## config.mk

```make
export PLATFORM = sky130hd
export DESIGN_NAME = sburst_sram_frontend
export DESIGN_NICKNAME = d
export VERILOG_FILES = /design/src/rtl/sbf_pkg.sv /design/src/rtl/sbf_decode.sv /design/src/rtl/sbf_burst.sv /design/src/rtl/sbf_array.sv /design/src/rtl/sbf_outpath.sv /design/src/rtl/sburst_sram_frontend.sv
export SDC_FILE = /design/constraint.sdc
export NUM_CORES = 2
export LEC_CHECK = 0
export BUFFER_PORTS_ARGS = -buffer_cell sky130_fd_sc_hd__buf_2
export CORE_UTILIZATION = 63
export CTS_CLUSTER_SIZE = 16
export DETAILED_ROUTE_END_ITERATION = 7
export PLACE_DENSITY = 0.84
export SYNTH_ARGS = -nofsm -noshare
export SYNTH_HDL_FRONTEND = slang
export SYNTH_SLANG_ARGS = --single-unit
export TNS_END_PERCENT = 30
```

## constraint.sdc

```tcl
create_clock -name clk -period 4.3 [get_ports clk]
set_input_delay 0.645 -clock clk [delete_from_list [all_inputs] [get_ports clk]]
set_output_delay 0.645 -clock clk [all_outputs]
set_load 0.01 [all_outputs]
```

## src/rtl/sbf_pkg.sv

```systemverilog
// Shared types for the burst SRAM front-end.
package sbf_pkg;
    // Cycle classification presented on the op port.
    typedef enum logic [1:0] {
        OP_DESEL = 2'd0,
        OP_BEGIN = 2'd1,
        OP_CONT  = 2'd2,
        OP_SUSP  = 2'd3
    } sbf_op_e;
endpackage

```

## src/rtl/sbf_decode.sv

```systemverilog
// Command decoder: classifies the sampled control inputs into a cycle type
// and a per-lane write mask. Purely combinational.
// Assumes burst_live reflects whether a burst was opened and not yet ended.
module sbf_decode
    import sbf_pkg::*;
#(
    parameter int LANES = 4
) (
    input  logic             cs_hi,
    input  logic             cs_lo_n,
    input  logic             ads_cpu_n,
    input  logic             ads_ctl_n,
    input  logic             adv_n,
    input  logic             gwe_n,
    input  logic             bwe_n,
    input  logic [LANES-1:0] lane_we_n,
    input  logic             burst_live,
    output sbf_op_e          op_o,
    output logic [LANES-1:0] wmask_o,
    output logic             load_o,
    output logic             kill_o,
    output logic             read_o
);
    logic             chip_on;
    logic [LANES-1:0] lane_sel;

    // Derive the chip enable and the lane mask the write controls request.
    always_comb begin
        chip_on  = cs_hi & ~cs_lo_n;
        if (!gwe_n)
            lane_sel = '1;
        else if (!bwe_n)
            lane_sel = ~lane_we_n;
        else
            lane_sel = '0;
    end

    // Apply strobe priority and burst state to pick the cycle type.
    always_comb begin
        op_o    = OP_DESEL;
        wmask_o = '0;
        load_o  = 1'b0;
        kill_o  = 1'b0;
        if (!ads_cpu_n) begin
            if (chip_on) begin
                op_o   = OP_BEGIN;
                load_o = 1'b1;
            end else begin
                kill_o = 1'b1;
            end
        end else if (!ads_ctl_n) begin
            if (chip_on) begin
                op_o    = OP_BEGIN;
                load_o  = 1'b1;
                wmask_o = lane_sel;
            end else begin
                kill_o = 1'b1;
            end
        end else if (burst_live) begin
            op_o    = adv_n ? OP_SUSP : OP_CONT;
            wmask_o = lane_sel;
        end
        read_o = (op_o != OP_DESEL) && (wmask_o == '0);
    end
endmodule

```

## src/rtl/sbf_burst.sv

```systemverilog
// Burst address keeper: holds the last used address and the open-burst flag,
// and produces the address of the present cycle. A step wraps inside an
// aligned group of four words.
module sbf_burst
    import sbf_pkg::*;
#(
    parameter int ADDR_W = 6
) (
    input  logic              clk,
    input  logic              rst_n,
    input  sbf_op_e           op_i,
    input  logic              load_i,
    input  logic              kill_i,
    input  logic [ADDR_W-1:0] addr_i,
    output logic [ADDR_W-1:0] cur_addr_o,
    output logic              live_o
);
    localparam logic [ADDR_W-1:0] WRAP_MASK = ADDR_W'(3);

    logic [ADDR_W-1:0] base_q;
    logic [ADDR_W-1:0] stepped;

    // Select the address used by this cycle.
    always_comb begin
        stepped = (base_q & ~WRAP_MASK) | ((base_q + ADDR_W'(1)) & WRAP_MASK);
        unique case (op_i)
            OP_BEGIN: cur_addr_o = addr_i;
            OP_CONT:  cur_addr_o = stepped;
            default:  cur_addr_o = base_q;
        endcase
    end

    // Remember the used address and track whether a burst is open.
    always_ff @(posedge clk) begin
        if (!rst_n) begin
            base_q <= '0;
            live_o <= 1'b0;
        end else begin
            if (op_i != OP_DESEL)
                base_q <= cur_addr_o;
            if (load_i)
                live_o <= 1'b1;
            else if (kill_i)
                live_o <= 1'b0;
        end
    end
endmodule

```

## src/rtl/sbf_array.sv

```systemverilog
// Behavioural storage: one array per byte lane, written on the clock edge
// under the lane mask. The read address is registered so that the word of a
// read sampled at edge k is available right after that edge.
module sbf_array #(
    parameter int ADDR_W = 6,
    parameter int LANES  = 4,
    parameter int LANE_W = 8
) (
    input  logic                    clk,
    input  logic                    rst_n,
    input  logic                    access_i,
    input  logic [LANES-1:0]        wmask_i,
    input  logic [ADDR_W-1:0]       addr_i,
    input  logic [LANES*LANE_W-1:0] wdata_i,
    output logic [LANES*LANE_W-1:0] rword_o
);
    localparam int DEPTH = 1 << ADDR_W;

    logic [ADDR_W-1:0] raddr_q;

    // Capture the address of every non-deselect cycle.
    always_ff @(posedge clk) begin
        if (!rst_n)
            raddr_q <= '0;
        else if (access_i)
            raddr_q <= addr_i;
    end

    for (genvar g = 0; g < LANES; g++) begin : g_lane
        logic [LANE_W-1:0] cells [DEPTH];

        // Write this lane when its mask bit is set.
        always_ff @(posedge clk) begin
            if (wmask_i[g])
                cells[addr_i] <= wdata_i[g*LANE_W +: LANE_W];
        end

        assign rword_o[g*LANE_W +: LANE_W] = cells[raddr_q];
    end
endmodule

```

## src/rtl/sbf_outpath.sv

```systemverilog
// Read output stage: bypass or registered data path, a valid pipeline of
// matching depth, and asynchronous gating by the output enable.
// Assumes reg_mode changes only while no read result is in flight.
module sbf_outpath #(
    parameter int DATA_W = 32
) (
    input  logic              clk,
    input  logic              rst_n,
    input  logic              rd_fire_i,
    input  logic              reg_mode_i,
    input  logic              oe_n_i,
    input  logic [DATA_W-1:0] rword_i,
    output logic [DATA_W-1:0] rdata_o,
    output logic              rdata_en_o
);
    logic              rd_q;
    logic              rd_q2;
    logic [DATA_W-1:0] dout_q;
    logic              have;

    // Track read results and hold the registered copy of the data.
    always_ff @(posedge clk) begin
        if (!rst_n) begin
            rd_q   <= 1'b0;
            rd_q2  <= 1'b0;
            dout_q <= '0;
        end else begin
            rd_q   <= rd_fire_i;
            rd_q2  <= rd_q;
            dout_q <= rword_i;
        end
    end

    // Pick the path and gate with the asynchronous output enable.
    always_comb begin
        have       = reg_mode_i ? rd_q2 : rd_q;
        rdata_en_o = have & ~oe_n_i;
        if (!rdata_en_o)
            rdata_o = '0;
        else if (reg_mode_i)
            rdata_o = dout_q;
        else
            rdata_o = rword_i;
    end
endmodule

```

## src/rtl/sburst_sram_frontend.sv

```systemverilog
// Top level of the burst SRAM command front-end: decoder, burst address
// keeper, lane storage and read output stage. Write data is taken in the same
// cycle as its command. Synchronous active-low reset; memory is not reset.
module sburst_sram_frontend
    import sbf_pkg::*;
#(
    parameter int ADDR_W = 6,
    parameter int LANES  = 4,
    parameter int LANE_W = 8
) (
    input  logic                    clk,
    input  logic                    rst_n,
    input  logic                    cs_hi,
    input  logic                    cs_lo_n,
    input  logic                    ads_cpu_n,
    input  logic                    ads_ctl_n,
    input  logic                    adv_n,
    input  logic                    gwe_n,
    input  logic                    bwe_n,
    input  logic [LANES-1:0]        lane_we_n,
    input  logic [ADDR_W-1:0]       addr,
    input  logic [LANES*LANE_W-1:0] wdata,
    input  logic                    reg_mode,
    input  logic                    oe_n,
    output logic [1:0]              op,
    output logic [LANES-1:0]        wmask,
    output logic [LANES*LANE_W-1:0] rdata,
    output logic                    rdata_en
);
    localparam int DATA_W = LANES * LANE_W;

    sbf_op_e           op_w;
    logic              load_w;
    logic              kill_w;
    logic              read_w;
    logic              burst_live;
    logic [ADDR_W-1:0] cur_addr;
    logic [DATA_W-1:0] rword;

    sbf_decode #(.LANES(LANES)) u_dec (
        .cs_hi      (cs_hi),
        .cs_lo_n    (cs_lo_n),
        .ads_cpu_n  (ads_cpu_n),
        .ads_ctl_n  (ads_ctl_n),
        .adv_n      (adv_n),
        .gwe_n      (gwe_n),
        .bwe_n      (bwe_n),
        .lane_we_n  (lane_we_n),
        .burst_live (burst_live),
        .op_o       (op_w),
        .wmask_o    (wmask),
        .load_o     (load_w),
        .kill_o     (kill_w),
        .read_o     (read_w)
    );

    sbf_burst #(.ADDR_W(ADDR_W)) u_brst (
        .clk        (clk),
        .rst_n      (rst_n),
        .op_i       (op_w),
        .load_i     (load_w),
        .kill_i     (kill_w),
        .addr_i     (addr),
        .cur_addr_o (cur_addr),
        .live_o     (burst_live)
    );

    sbf_array #(.ADDR_W(ADDR_W), .LANES(LANES), .LANE_W(LANE_W)) u_mem (
        .clk      (clk),
        .rst_n    (rst_n),
        .access_i (op_w != OP_DESEL),
        .wmask_i  (wmask),
        .addr_i   (cur_addr),
        .wdata_i  (wdata),
        .rword_o  (rword)
    );

    sbf_outpath #(.DATA_W(DATA_W)) u_out (
        .clk        (clk),
        .rst_n      (rst_n),
        .rd_fire_i  (read_w),
        .reg_mode_i (reg_mode),
        .oe_n_i     (oe_n),
        .rword_i    (rword),
        .rdata_o    (rdata),
        .rdata_en_o (rdata_en)
    );

    assign op = op_w;
endmodule

```

==> results.ini <==
[worst_setup_path]
path_max_fanout = 19
cp-end-kind = output port
criticalPathCategory = reg -> out
cp_data_arrival_time_ns = 3.84
cp_data_required_time_ns = 3.65
worst_setup_path_start_kind = flop

[route]
drt-initial-drc-count = 8910
detail-route-antenna-nets = 0
wl_per_cell_um = 32.83
drtPass1Iterations = 7
vias = 50249
drc = 0
wl_um = 235100
viasPerCell = 7.018

[sta]
slew_headroom_pct = 13.78
skew_ns = 0.03217
final.period_utilization_pct = 104.3
drv_slew = 0
rsz0062_at_grt = true
setup_viol_count_final = 23
worst_pin_slew_ns = 1.293
fmax_mhz = 223.0
fin_crit_ns = 4.483
hold_viol = 0
fin_ws_ns = -0.1835

[clock_tree]
clk_latency_ns = 0.84
cts.sinks = 2095
cts_made_buffers = 193
cts_tree = yes
hold_buffers = 0
htree_levels = 4
clk_pin_slew_ns = 0.07
cts_buffer_depth = 3
root_buffer = clkbuf_16

[global_route]
grt_remaining_overflow = 0
grt_pass1_wl_um = 329700
grt_max_degree = 91
grt_pass1_vias = 48745
antenna_found_initial = 22
grt_usage_pct = 35.10

[yosys]
synth_cells = 4787
avgSynthCellArea_um2 = 17.20
synth_cell_types = 59
yosysTopAreaCell = edfxtp_1
synth-seq-area-share_pct = 75.85
yosysWarningCount = 0
syn-num-nets = 4843
synthTopCellsByArea = edfxtp_1, mux2i_1, nor2_1, mux4_2, a22oi_1
synth_top_area_share_pct = 74.70
ys_ff_latch = 2095
netlist_area_um2 = 82320

[power]
peakVddDrop_mv = 0.5167
powerDensity_nw_per_um2 = 427.6
p_leak_nw = 29.06

[finish]
multi_input_area_um2 = 18830
regArea_um2 = 62450
syn_to_final_growth_pct = 14.74
instances_no_fill = 7160
drive_gt1_share_pct = 19.84
fill_cells = 6842
finalNetCount = 5304
fin_area_um2 = 94460

[floorplan]
core.rowCount = 132
fp.dieArea_um2 = 132100
io_pins = 92
die_h_um = 363.5
core_um2 = 129600
start_util_pct = 63.50
die_w_um = 363.5

[place]
place_congestion = 0.9393
numPortBuffers = 91
dp_cells = 6759
dp_hpwl_um = 141700
dpl_cell_area_um2 = 87070

[flow_run]
cap_violations = 0

[status]
violations = setup timing
run_status = finished, violations left

[min_path]
hold_path.class = in -> reg

-- cells by family (layout without fill, tap and decap cells) --
group / Yosys count / count (layout) / synth area share, %
other cells: 0 / 4 / 0
buf+inv: 297 / 923 / 1.989
mux: 957 / 957 / 12.61
simple gates: 879 / 880 / 4.826
compound gates: 556 / 556 / 4.680
flops: 2095 / 2095 / 75.85
fa+ha+maj: 3 / 3 / 0.04560
-- timing repair --
item                                    4_1_cts  5_1_grt
cloned                                        2        6
pin swaps                                    15       24
endpoints found under the setup margin       32       32
gates resized for setup                      96       65
setup buffers                                12       16
-- cells in the mapped netlist, drive strengths merged --
master / number
or4b: 1
o22ai: 202
nand2b: 12
o21ai: 75
nand4: 69
o31ai: 1
nand4bb: 3
a2111oi: 6
a22oi: 164
o41ai: 1
a211o: 1
a211oi: 28
or4: 1
a21o: 7
or3: 2
nor2b: 26
a311oi: 2
a32oi: 1
nand2: 181
o32ai: 6
inv: 5
a22o: 10
clkbuf: 92
nor4: 32
buf: 200
a21oi: 44
dfxtp: 47
nand3: 89
mux2: 43
mux2i: 854
nand4b: 3
o21a: 2
mux4: 60
or2: 4
and3: 4
nor3: 41
and2: 7
o221ai: 6
edfxtp: 2048
nor2: 404
ha: 3
-- placed cells by master, fill, tap and decap left out, types with 18 or more instances in the layout --
| cell type | count |
|---|---|
| buf_12 | 27 |
| a22oi_1 | 164 |
| dfxtp_1 | 43 |
| edfxtp_1 | 2048 |
| clkinv_2 | 33 |
| nand3_1 | 87 |
| a21oi_1 | 43 |
| clkbuf_16 | 203 |
| o21ai_0 | 60 |
| buf_2 | 90 |
| nor2b_1 | 20 |
| buf_4 | 392 |
| buf_6 | 20 |
| nor2_1 | 401 |
| nand4_1 | 69 |
| clkbuf_1 | 41 |
| nand2_1 | 163 |
| mux2_2 | 43 |
| mux4_2 | 60 |
| mux2i_1 | 846 |
| o22ai_2 | 18 |
| nor3_1 | 30 |
| o22ai_1 | 178 |
| clkinv_1 | 50 |
-- path summary, 6_finish.rpt --
| check | startpoint | endpoint | slack, ns | cells after the start |
|---|---|---|---|---|
| worst max register to register | u_brst.live_o | u_mem.g_lane[1].cells[48][3] | 0.12 | 12 |
| worst max-delay path | flop | rdata[3] | -0.18 | 10 |
| worst min-delay path | ads_ctl_n | u_brst.live_o | 0.16 | 3 |
| worst min register to register | u_out.rd_q | u_out.rd_q2 | 0.53 | 1 |
-- registers in the layout, indices dropped and copies added (netlist names), named ones only --
name                cells
u_mem.g_lane.cells   2048
u_out.dout_q           32
u_brst.base_q           6
u_brst.live_o           1
u_out.rd_q              1
u_out.rd_q2             1
-- stage by stage --
stage | total power (W) | setup TNS, ns | setup slack, ns | hold WS, ns | utilization (%)
final | 0.04040 | -1.397 | -0.1835 | 0.1624 | 72.86
after global placement | 0.02387 | 0 | 0.1438 | 0.4381 | 67.16
after global routing | 0.04114 | -1.012 | -0.09756 | 0.1627 | 72.85
after detailed placement | 0.02390 | -0.6155 | -0.04883 | 0.4874 | 67.16
after CTS | 0.04028 | -0.2046 | -0.07017 | 0.1056 | 72.39
after floorplan | 0.02321 | 0 | 0.9431 | 0.4291 | -
-- routing by layer --
metal  vias up  part of all wire (%)  track usage [%]
li1      19834                     -                -
met2      4813                    45            52.65
met5         -                 0.081                0
met4        30                   6.4            19.80
met3       973                    16            12.18
met1     24599                    33            44.99
-- power breakdown --
part | total (W) | switching (W) | internal (W)
Clock | 0.0168 | 0.00751 | 0.00928
Sequential | 0.0224 | 0.0000189 | 0.0224
Combinational | 0.00116 | 0.000909 | 0.000248
Total | 0.0404 | 0.00844 | 0.0320
-- worst max-delay path, cell delays in order (launching register included) --
cell     delay (ns)
dfxtp_4        0.36
buf_4          0.21
buf_16         0.22
buf_16         0.20
mux2i_2        0.28
o22ai_1        0.18
nor4_2         0.36
nand4_1        0.39
nand2_2        0.32
o22ai_2        0.21
buf_6          0.25
-- layout make-up --
type / instances / area share (%)
sequential: 2095 / 66.12
multi-input combinational: 2396 / 19.94
clock buffer: 242 / 5.440
timing repair buffer: 557 / 5.101
tap: 1742 / 2.307
clock inverter: 119 / 1.068
inverter: 5 / 0.01987
antenna: 4 / 0.01060
Power figures use the tool's default switching activity.
